<file path="src/rtl/tx_dma_req_gen.sv">
module tx_dma_req_gen #(
  parameter int DEPTH  = 64,
  parameter int MARK_W = 3,
  parameter int LVL_W  = $clog2(DEPTH + 1)
) (
  input  logic              clk,
  input  logic              rst_n,
  input  logic              fifo_wr,
  input  logic              fifo_rd,
  input  logic              burst_sel,
  input  logic              dma_en,
  input  logic [MARK_W-1:0] low_mark,
  input  logic [LVL_W-1:0]  burst_len,
  output logic              dma_req
);

  localparam logic [LVL_W-1:0] DEPTH_L = LVL_W'(DEPTH);
  localparam logic [LVL_W:0]   DEPTH_S = (LVL_W+1)'(DEPTH);

  logic [LVL_W-1:0] level, level_nxt, burst_cnt, free_nxt;
  logic             wr_ok, rd_ok, use_burst;
  logic [LVL_W:0]   span;

  assign wr_ok     = fifo_wr && (level < DEPTH_L);
  assign rd_ok     = fifo_rd && (level != '0);
  assign level_nxt = level + LVL_W'(wr_ok) - LVL_W'(rd_ok);
  assign free_nxt  = DEPTH_L - level_nxt;
  assign span      = {1'b0, burst_len} + (LVL_W+1)'(low_mark);
  assign use_burst = burst_sel && (span <= DEPTH_S);

  always_ff @(posedge clk) begin
    if (!rst_n) begin
      level     <= '0;
      burst_cnt <= '0;
      dma_req   <= 1'b0;
    end else begin
      level <= level_nxt;
      if (!dma_en) begin
        dma_req   <= 1'b0;
        burst_cnt <= '0;
      end else if (!use_burst) begin
        dma_req   <= (free_nxt >= burst_len);
        burst_cnt <= '0;
      end else if (dma_req) begin
        if (wr_ok) begin
          if (burst_cnt + 1'b1 >= burst_len) begin
            dma_req   <= 1'b0;
            burst_cnt <= '0;
          end else begin
            burst_cnt <= burst_cnt + 1'b1;
          end
        end
      end else begin
        dma_req   <= (burst_len != '0) && (level_nxt <= LVL_W'(low_mark));
        burst_cnt <= '0;
      end
    end
  end

endmodule


</file>
<file path="config.mk">
export PLATFORM = sky130hd
export DESIGN_NAME = tx_dma_req_gen
export DESIGN_NICKNAME = d
export VERILOG_FILES = /design/src/rtl/tx_dma_req_gen.sv
export SDC_FILE = /design/constraint.sdc
export NUM_CORES = 1
export LEC_CHECK = 0
export ABC_AREA = 1
export CAP_MARGIN = 20
export CORE_ASPECT_RATIO = 0.75
export CORE_MARGIN = 2
export CORE_UTILIZATION = 54
export DETAILED_ROUTE_END_ITERATION = 10
export DONT_BUFFER_PORTS = 1
export HOLD_SLACK_MARGIN = 0.03
export PLACE_DENSITY = 0.68
export SLEW_MARGIN = 10
export SYNTH_ARGS = -nofsm -noshare
export SYNTH_HDL_FRONTEND = slang
export SYNTH_SLANG_ARGS = --single-unit
</file>
<file path="constraint.sdc">
create_clock -name clk -period 5.21 [get_ports clk]
set_input_delay 1.042 -clock clk [delete_from_list [all_inputs] [get_ports clk]]
set_output_delay 1.042 -clock clk [all_outputs]
set_load 0.005 [all_outputs]
</file>
==> results of run 1 <==
==> where the power goes <==
part / switching, mW / internal, mW
Sequential: 0.0265 / 0.145
Combinational: 0.664 / 0.425
Clock: 0.0476 / 0.0539
==> cell usage after synthesis, types with 2 or more instances <==
library cell,number
inv_2,2
nand2_4,5
nand3_2,3
nand3b_1,2
a21oi_1,11
nor2_2,2
fa_1,2
nand2_1,48
dfxtp_1,15
nand3_1,21
ha_1,31
xor2_1,9
xnor2_1,3
nor2_1,22
a22oi_1,6
nand2_2,7
nand4_1,7
o21ai_0,4
inv_1,44
==> per-stage QoR <==
stage	hold WS [ns]	setup WS, ns
after global routing	0.583	1.09
after global placement	0.523	1.20
after floorplan	0.500	1.44
after CTS	0.555	1.40
after detailed placement	0.538	1.13
final	0.553	1.39
==> final cells by class <==
class | instances | area [µm²] | share of cell area (%)
multi-input cells | 191 | 1310 | 69.4
flip-flops and latches | 15 | 300 | 15.9
inverters | 47 | 178 | 9.42
well taps | 40 | 50.0 | 2.65
clock buffers | 3 | 41.3 | 2.19
clock inverters | 1 | 7.51 | 0.398
==> placed cells by master, fill, tap and decap left out <==
| cell type | synthesis | layout |
|---|---|---|
| a21oi_1 | 11 | 11 |
| a21oi_2 | 1 | 1 |
| a22oi_1 | 6 | 6 |
| clkbuf_8 | 0 | 3 |
| clkinv_2 | 1 | 1 |
| clkinvlp_4 | 0 | 1 |
| dfxtp_1 | 15 | 15 |
| fa_1 | 2 | 2 |
| ha_1 | 31 | 31 |
| inv_1 | 44 | 44 |
| inv_2 | 2 | 2 |
| nand2_1 | 48 | 48 |
| nand2_2 | 7 | 7 |
| nand2_4 | 5 | 5 |
| nand3_1 | 21 | 21 |
| nand3_2 | 3 | 3 |
| nand3b_1 | 2 | 2 |
| nand4_1 | 7 | 7 |
| nand4_4 | 1 | 1 |
| nor2_1 | 22 | 22 |
| nor2_2 | 2 | 2 |
| nor2_4 | 1 | 1 |
| nor3_1 | 1 | 1 |
| o2111ai_1 | 1 | 1 |
| o21a_1 | 1 | 1 |
| o21a_4 | 1 | 1 |
| o21ai_0 | 4 | 4 |
| o31a_1 | 1 | 1 |
| xnor2_1 | 3 | 3 |
| xor2_1 | 9 | 9 |
==> layer usage <==
| metal | up-vias | global-route usage (%) | wire, µm |
|---|---|---|---|
| met3 | 0 | 4.49 | 160 |
| met5 | - | 0 | 0 |
| met1 | 658 | 32.1 | 2100 |
| met4 | 0 | 1.92 | 0 |
| met2 | 30 | 32.9 | 1380 |
| li1 | 835 | - | - |
==> registers in the layout, summed over array words and instances, names as in the netlist <==
name,flops
level,7
burst_cnt,7
dma_req,1
==> cells by family after synthesis <==
group                      share of synthesized area (%)
AOI/OAI and AO/OA                                   9.45
and+or+nand+nor                                     34.0
buffers and inverters                               9.94
xor gates and xnor gates                            5.88
adders and majority gates                           23.9
DFF                                                 16.8
==> critical path, cell delays in order <==
cell and delay [ns]:
nand2_1 0.18, ha_1 0.36, inv_1 0.07, ha_1 0.18, inv_1 0.06, fa_1 0.38, inv_1 0.12, nand2_2 0.08
nand2_2 0.08, nand2_2 0.06, nand2_4 0.09, nand2_4 0.05, nor2_4 0.11, nand3_2 0.07, xor2_1 0.13, inv_1 0.06
ha_1 0.31, nand2_1 0.10, inv_1 0.04, nand4_1 0.08, o2111ai_1 0.10, nand2_1 0.08, nand3_1 0.07, nand2_1 0.05
inv_1 0.03
==> final timing paths <==
path	from	endpoint	slack, ns	cells past startpoint
worst max-delay path	fifo_wr	dma_req	1.39	25
worst min-delay path	burst_cnt[6]	burst_cnt[6]	0.55	2
worst max register to register	level[5]	dma_req	1.54	28
worst min register to register	burst_cnt[6]	burst_cnt[6]	0.55	2
==> run_results.csv, run 1 <==
group,metric,value,unit
status,outcome,"finished, final reports clean",
grt,grt_usage,21.5,%
sta,final_max_slew_viol_count,0,
synthesis,synth_area_leader_cell,"ha_1",
synthesis,syn_area,1790,µm²
synthesis,synth-edff-count,0,
cts,path_clk_slew,0.07,ns
drt,postRouteWirelength,3640,µm
sta,finalCriticalPeriod,3.82,ns
synthesis,synth-seq-cells,15,
drt,firstDrtPassIters,4,
grt,antenna_found_initial,0,
power,finalPower,1.36,mW
cts,clock_sinks,15,
cts,cts-root-buf,"clkbuf_8",
cts,holdBufCountCts,0,
synthesis,synthArstFlopShare,0,%
final_layout,syn_to_final_growth,5.53,%
synthesis,synth_top_area_share,21.7,%
power,p_leak,0.995,nW
drt,drt_iter0_drc,84,
floorplan,start_util,55.5,%
placed_design,postPlaceCellArea,1840,µm²
placed_design,placedCellCount,293,
worst_hold_path,hold_path.class,"reg2reg",
final_layout,diodes,0,
sta,max_slew_margin,71.9,%
power,power.density,723,nW/µm²
grt,grt_start_max_net_pins,11,
final_layout,layoutNonFillerInstCount,297,
drt,via_count,1523,
synthesis,ys.warnings.count,0,
final_layout,nets,307,
sta,finalCritPeriodShare,73.3,%
floorplan,die_h,53.8,µm
cts,worstSkewPairLatency,0.26,ns
floorplan,core,3220,µm²
floorplan,dieArea,3790,µm²
synthesis,syn-num-nets,302,
drt,wl_per_cell,12.3,µm
flow_run,cap_violations,0,
sta,hold_viol,0,
cts,clock_path_buffers,2,
cts,htree_num_levels,1,
floorplan,num_rows,18,
drt,antenna_left,0,
final_layout,drive_gt1_share,10.9,%
sta,fin_worst_skew,0.00640,ns
placed_design,numPortBuffers,0,
placed_design,gp_congestion,0.842,
worst_setup_path,endpoint_kind,"flop",
sta,tns,0,ns
cts,ctsResizeCount,0,
worst_setup_path,crit_type,"in2reg",
synthesis,synth_ff_type,"dfxtp_1",
grt,grt_pass1_vias,1388,
sta,setup_viol,0,
cts,post_cts_buffers,0,
sta,max_freq,262,MHz
placed_design,dp.final_hpwl,3100,µm
synthesis,syn_inst,253,
grt,grt_pass1_wl,6310,µm
floorplan,io_pins,17,
worst_setup_path,crit_fanout,9,
final_layout,final_core_util,58.5,%
worst_setup_path,required,5.37,ns
synthesis,ys_seq_area_share,16.8,%
worst_setup_path,startpoint_type,"primary input",
drt,drc_errors,0,
synthesis,yosysUniqueCellTypes,28,
sta,worst_slew_pin_slew,0.419,ns
cts,numCtsBuffers,3,
synthesis,syn_area_per_cell,7.06,µm²
grt,overflow,0,
worst_setup_path,crit_arrival,3.98,ns
floorplan,die_w,70.4,µm
drt,vias_per_cell,5.13,
cts,cts_tree,"built",
synthesis,synthTopCellsByArea,"ha_1, dfxtp_1, nand2_1",
final_layout,fillers,309,
power,ir_worst_vdd,0.000307,V
final_layout,stdcell_area,1890,µm²
sta,grt_setup_unrepaired,"no",
Note: power is estimated with default switching activity, not from simulation.
==> run 2, diff against run 1 <==
ABC_AREA = 0   (was 1)
PLACE_DENSITY = 0.71   (was 0.68)
clock period = 3.24 ns   (was 5.21 ns; I/O delays follow)
==> run 2 against run 1 <==
Compared with the run above:
- the run now ends with negative setup slack left
- core utilization rose by 12 points
- clock skew fell by 0.00089 ns
- critical path type is now reg2reg
- critical endpoint unchanged
- register-to-register slack got worse by 1.8 ns
- via count rose by 5.1%
- global-route usage rose by 6.3 points
- sequential cell count did not move
- clock power rose by 67%
- synthesized cell count fell by 21%
- worst setup slack got worse by 1.7 ns
==> run_results.csv, run 2 <==
group,metric,value,unit
status,outcome,"finished, violations left",
status,violations,"negative setup slack",
worst_setup_path,crit_type,"reg2reg",
sta,finalCriticalPeriod,3.55,ns
floorplan,dieArea,3490,µm²
synthesis,synth_top_area_share,23.7,%
cts,cts_tree,"built",
synthesis,synthTopCellsByArea,"ha_1, dfxtp_1, inv_1",
sta,max_slew_margin,58.8,%
placed_design,dp.final_hpwl,3110,µm
grt,overflow,0,
worst_setup_path,required,3.43,ns
final_layout,final_core_util,70.4,%
final_layout,largest_registers,"burst_cnt x7, level x7, dma_req x1",
worst_setup_path,endpoint_kind,"flop",
worst_setup_path,crit_fanout,3,
synthesis,synthArstFlopShare,0,%
synthesis,syn-num-nets,250,
worst_setup_path,crit_top_cell,"ha_4",
sta,fin_worst_skew,0.00550,ns
sta,final_max_slew_viol_count,0,
final_layout,diodes,0,
drt,firstDrtPassIters,6,
synthesis,ys.warnings.count,0,
worst_hold_path,hold_path.class,"in2reg",
final_layout,final_cell_mix,"ha_1, buf_4, inv_1",
sta,hold_viol,0,
floorplan,die_h,51.7,µm
worst_setup_path,path_cells,"inv_2, ha_4, nor4b_4, a21boi_2, ha_4, inv_4, ha_4, inv_2, fa_2, buf_4, inv_1, ha_1, nor2b_1, o21ai_0, a32oi_1, a2111oi_1, a31oi_1, o21ai_1",
grt,grt_pass1_wl,7160,µm
drt,drc_errors,0,
cts,htree_num_levels,1,
placed_design,gp_congestion,0.905,
synthesis,synth-seq-cells,15,
sta,finalCritPeriodShare,109,%
sta,max_freq,282,MHz
grt,grt_usage,27.7,%
cts,clock_sinks,15,
synthesis,synth-edff-count,0,
drt,via_count,1601,
synthesis,synth_ff_type,"dfxtp_1",
floorplan,start_util,56.1,%
worst_setup_path,cpMaxStageDelayCell,"fa_2",
synthesis,syn_area_per_cell,8.14,µm²
sta,worst_slack,-0.305,ns
cts,numCtsBuffers,3,
grt,antenna_found_initial,0,
placed_design,placedCellCount,257,
power,p_leak,0.925,nW
drt,drt_iter0_drc,43,
cts,path_clk_slew,0.08,ns
sta,whs,0.512,ns
synthesis,synth_area_leader_cell,"ha_1",
floorplan,num_rows,17,
synthesis,syn_area,1640,µm²
placed_design,numPortBuffers,0,
final_layout,syn_to_final_growth,25.4,%
drt,postRouteWirelength,4330,µm
worst_setup_path,crit_arrival,3.74,ns
floorplan,core,2910,µm²
power,power.density,1190,nW/µm²
drt,vias_per_cell,6.00,
final_layout,nets,279,
cts,worstSkewPairLatency,0.26,ns
flow_run,cap_violations,0,
final_layout,drive_gt1_share,24.0,%
floorplan,die_w,67.5,µm
final_layout,layoutNonFillerInstCount,267,
sta,setup_viol,1,
synthesis,synthTopCellsByCount,"ha_1, inv_1, dfxtp_1, nor2_1",
cts,cts-root-buf,"clkbuf_8",
worst_setup_path,path_buf_inv,5,
worst_setup_path,path_delay_family,"adder cells",
drt,antenna_left,0,
floorplan,io_pins,17,
grt,grt_pass1_vias,1591,
power,ir_worst_vdd,0.000596,V
sta,grt_setup_unrepaired,"yes",
drt,wl_per_cell,16.2,µm
final_layout,final_common_cell,"ha_1",
synthesis,yosys.cell_count.top_type,"ha_1",
worst_setup_path,startpoint_type,"flop",
synthesis,yosysUniqueCellTypes,44,
synthesis,ys_seq_area_share,18.4,%
grt,grt_start_max_net_pins,11,
cts,holdBufCountCts,0,
worst_setup_path,slowest_delay,0.53,ns
sta,worst_slew_pin_slew,0.613,ns
synthesis,syn_inst,201,
cts,clock_path_buffers,2,
-- run 2: cells by family after synthesis --
family,share of synthesized area (%)
and+or+nand+nor,23.2
AOI/OAI and AO/OA,18.1
adders and majority gates,26.2
buffers and inverters,5.51
xor gates and xnor gates,8.03
DFF,18.4
muxes,0.689
-- run 2: worst paths after layout --
path	cells past startpoint	endpoint	start	slack, ns
worst max-delay path	18	dma_req	level[2]	-0.31
worst min-delay path	1	level[5]	rst_n	0.51
worst max register to register	18	dma_req	level[2]	-0.31
worst min register to register	2	burst_cnt[2]	burst_cnt[2]	0.52
-- run 2: layout make-up --
class | count | area [µm²]
inverter | 23 | 88.8
timing repair buffer | 25 | 188
clock inverter | 1 | 7.51
clock buffer | 3 | 41.3
sequential | 15 | 303
fill | 211 | 863
tap | 38 | 47.5
multi-input combinational | 162 | 1380
-- run 2: where the power goes --
group	internal, mW	leakage [nW]	switching [mW]
Clock	0.0867	0.0217	0.0824
Combinational	1.01	0.780	1.00
Sequential	0.228	0.123	0.0363
-- run 2: metal layers --
| metal | vias up | track usage, % | routed length, µm |
|---|---|---|---|
| li1 | 768 | - | - |
| met1 | 739 | 34.6 | 1980 |
| met2 | 68 | 44.6 | 1880 |
| met3 | 26 | 6.28 | 275 |
| met4 | 0 | 13.9 | 189 |
| met5 | - | 0 | 0 |
-- run 2: repair_timing --
action / CTS / global route
setup endpoints to repair: 1 / 1
pin swaps: 14 / 0
setup buffers: 6 / 0
cloned: 0 / 0
gates resized for setup: 21 / 1
-- run 2: per-stage QoR --
step / power, mW / worst slack [ns] / area, µm² / setup TNS, ns
after floorplan: 1.33 / -0.179 / 1690 / -0.179
after global placement: 1.81 / -0.249 / 1870 / -0.249
after detailed placement: 1.89 / -0.484 / 1870 / -0.484
after CTS: 2.35 / -0.0998 / 2050 / -0.0998
after global routing: 2.64 / -0.424 / 2050 / -0.424
final: 2.44 / -0.305 / 2050 / -0.305
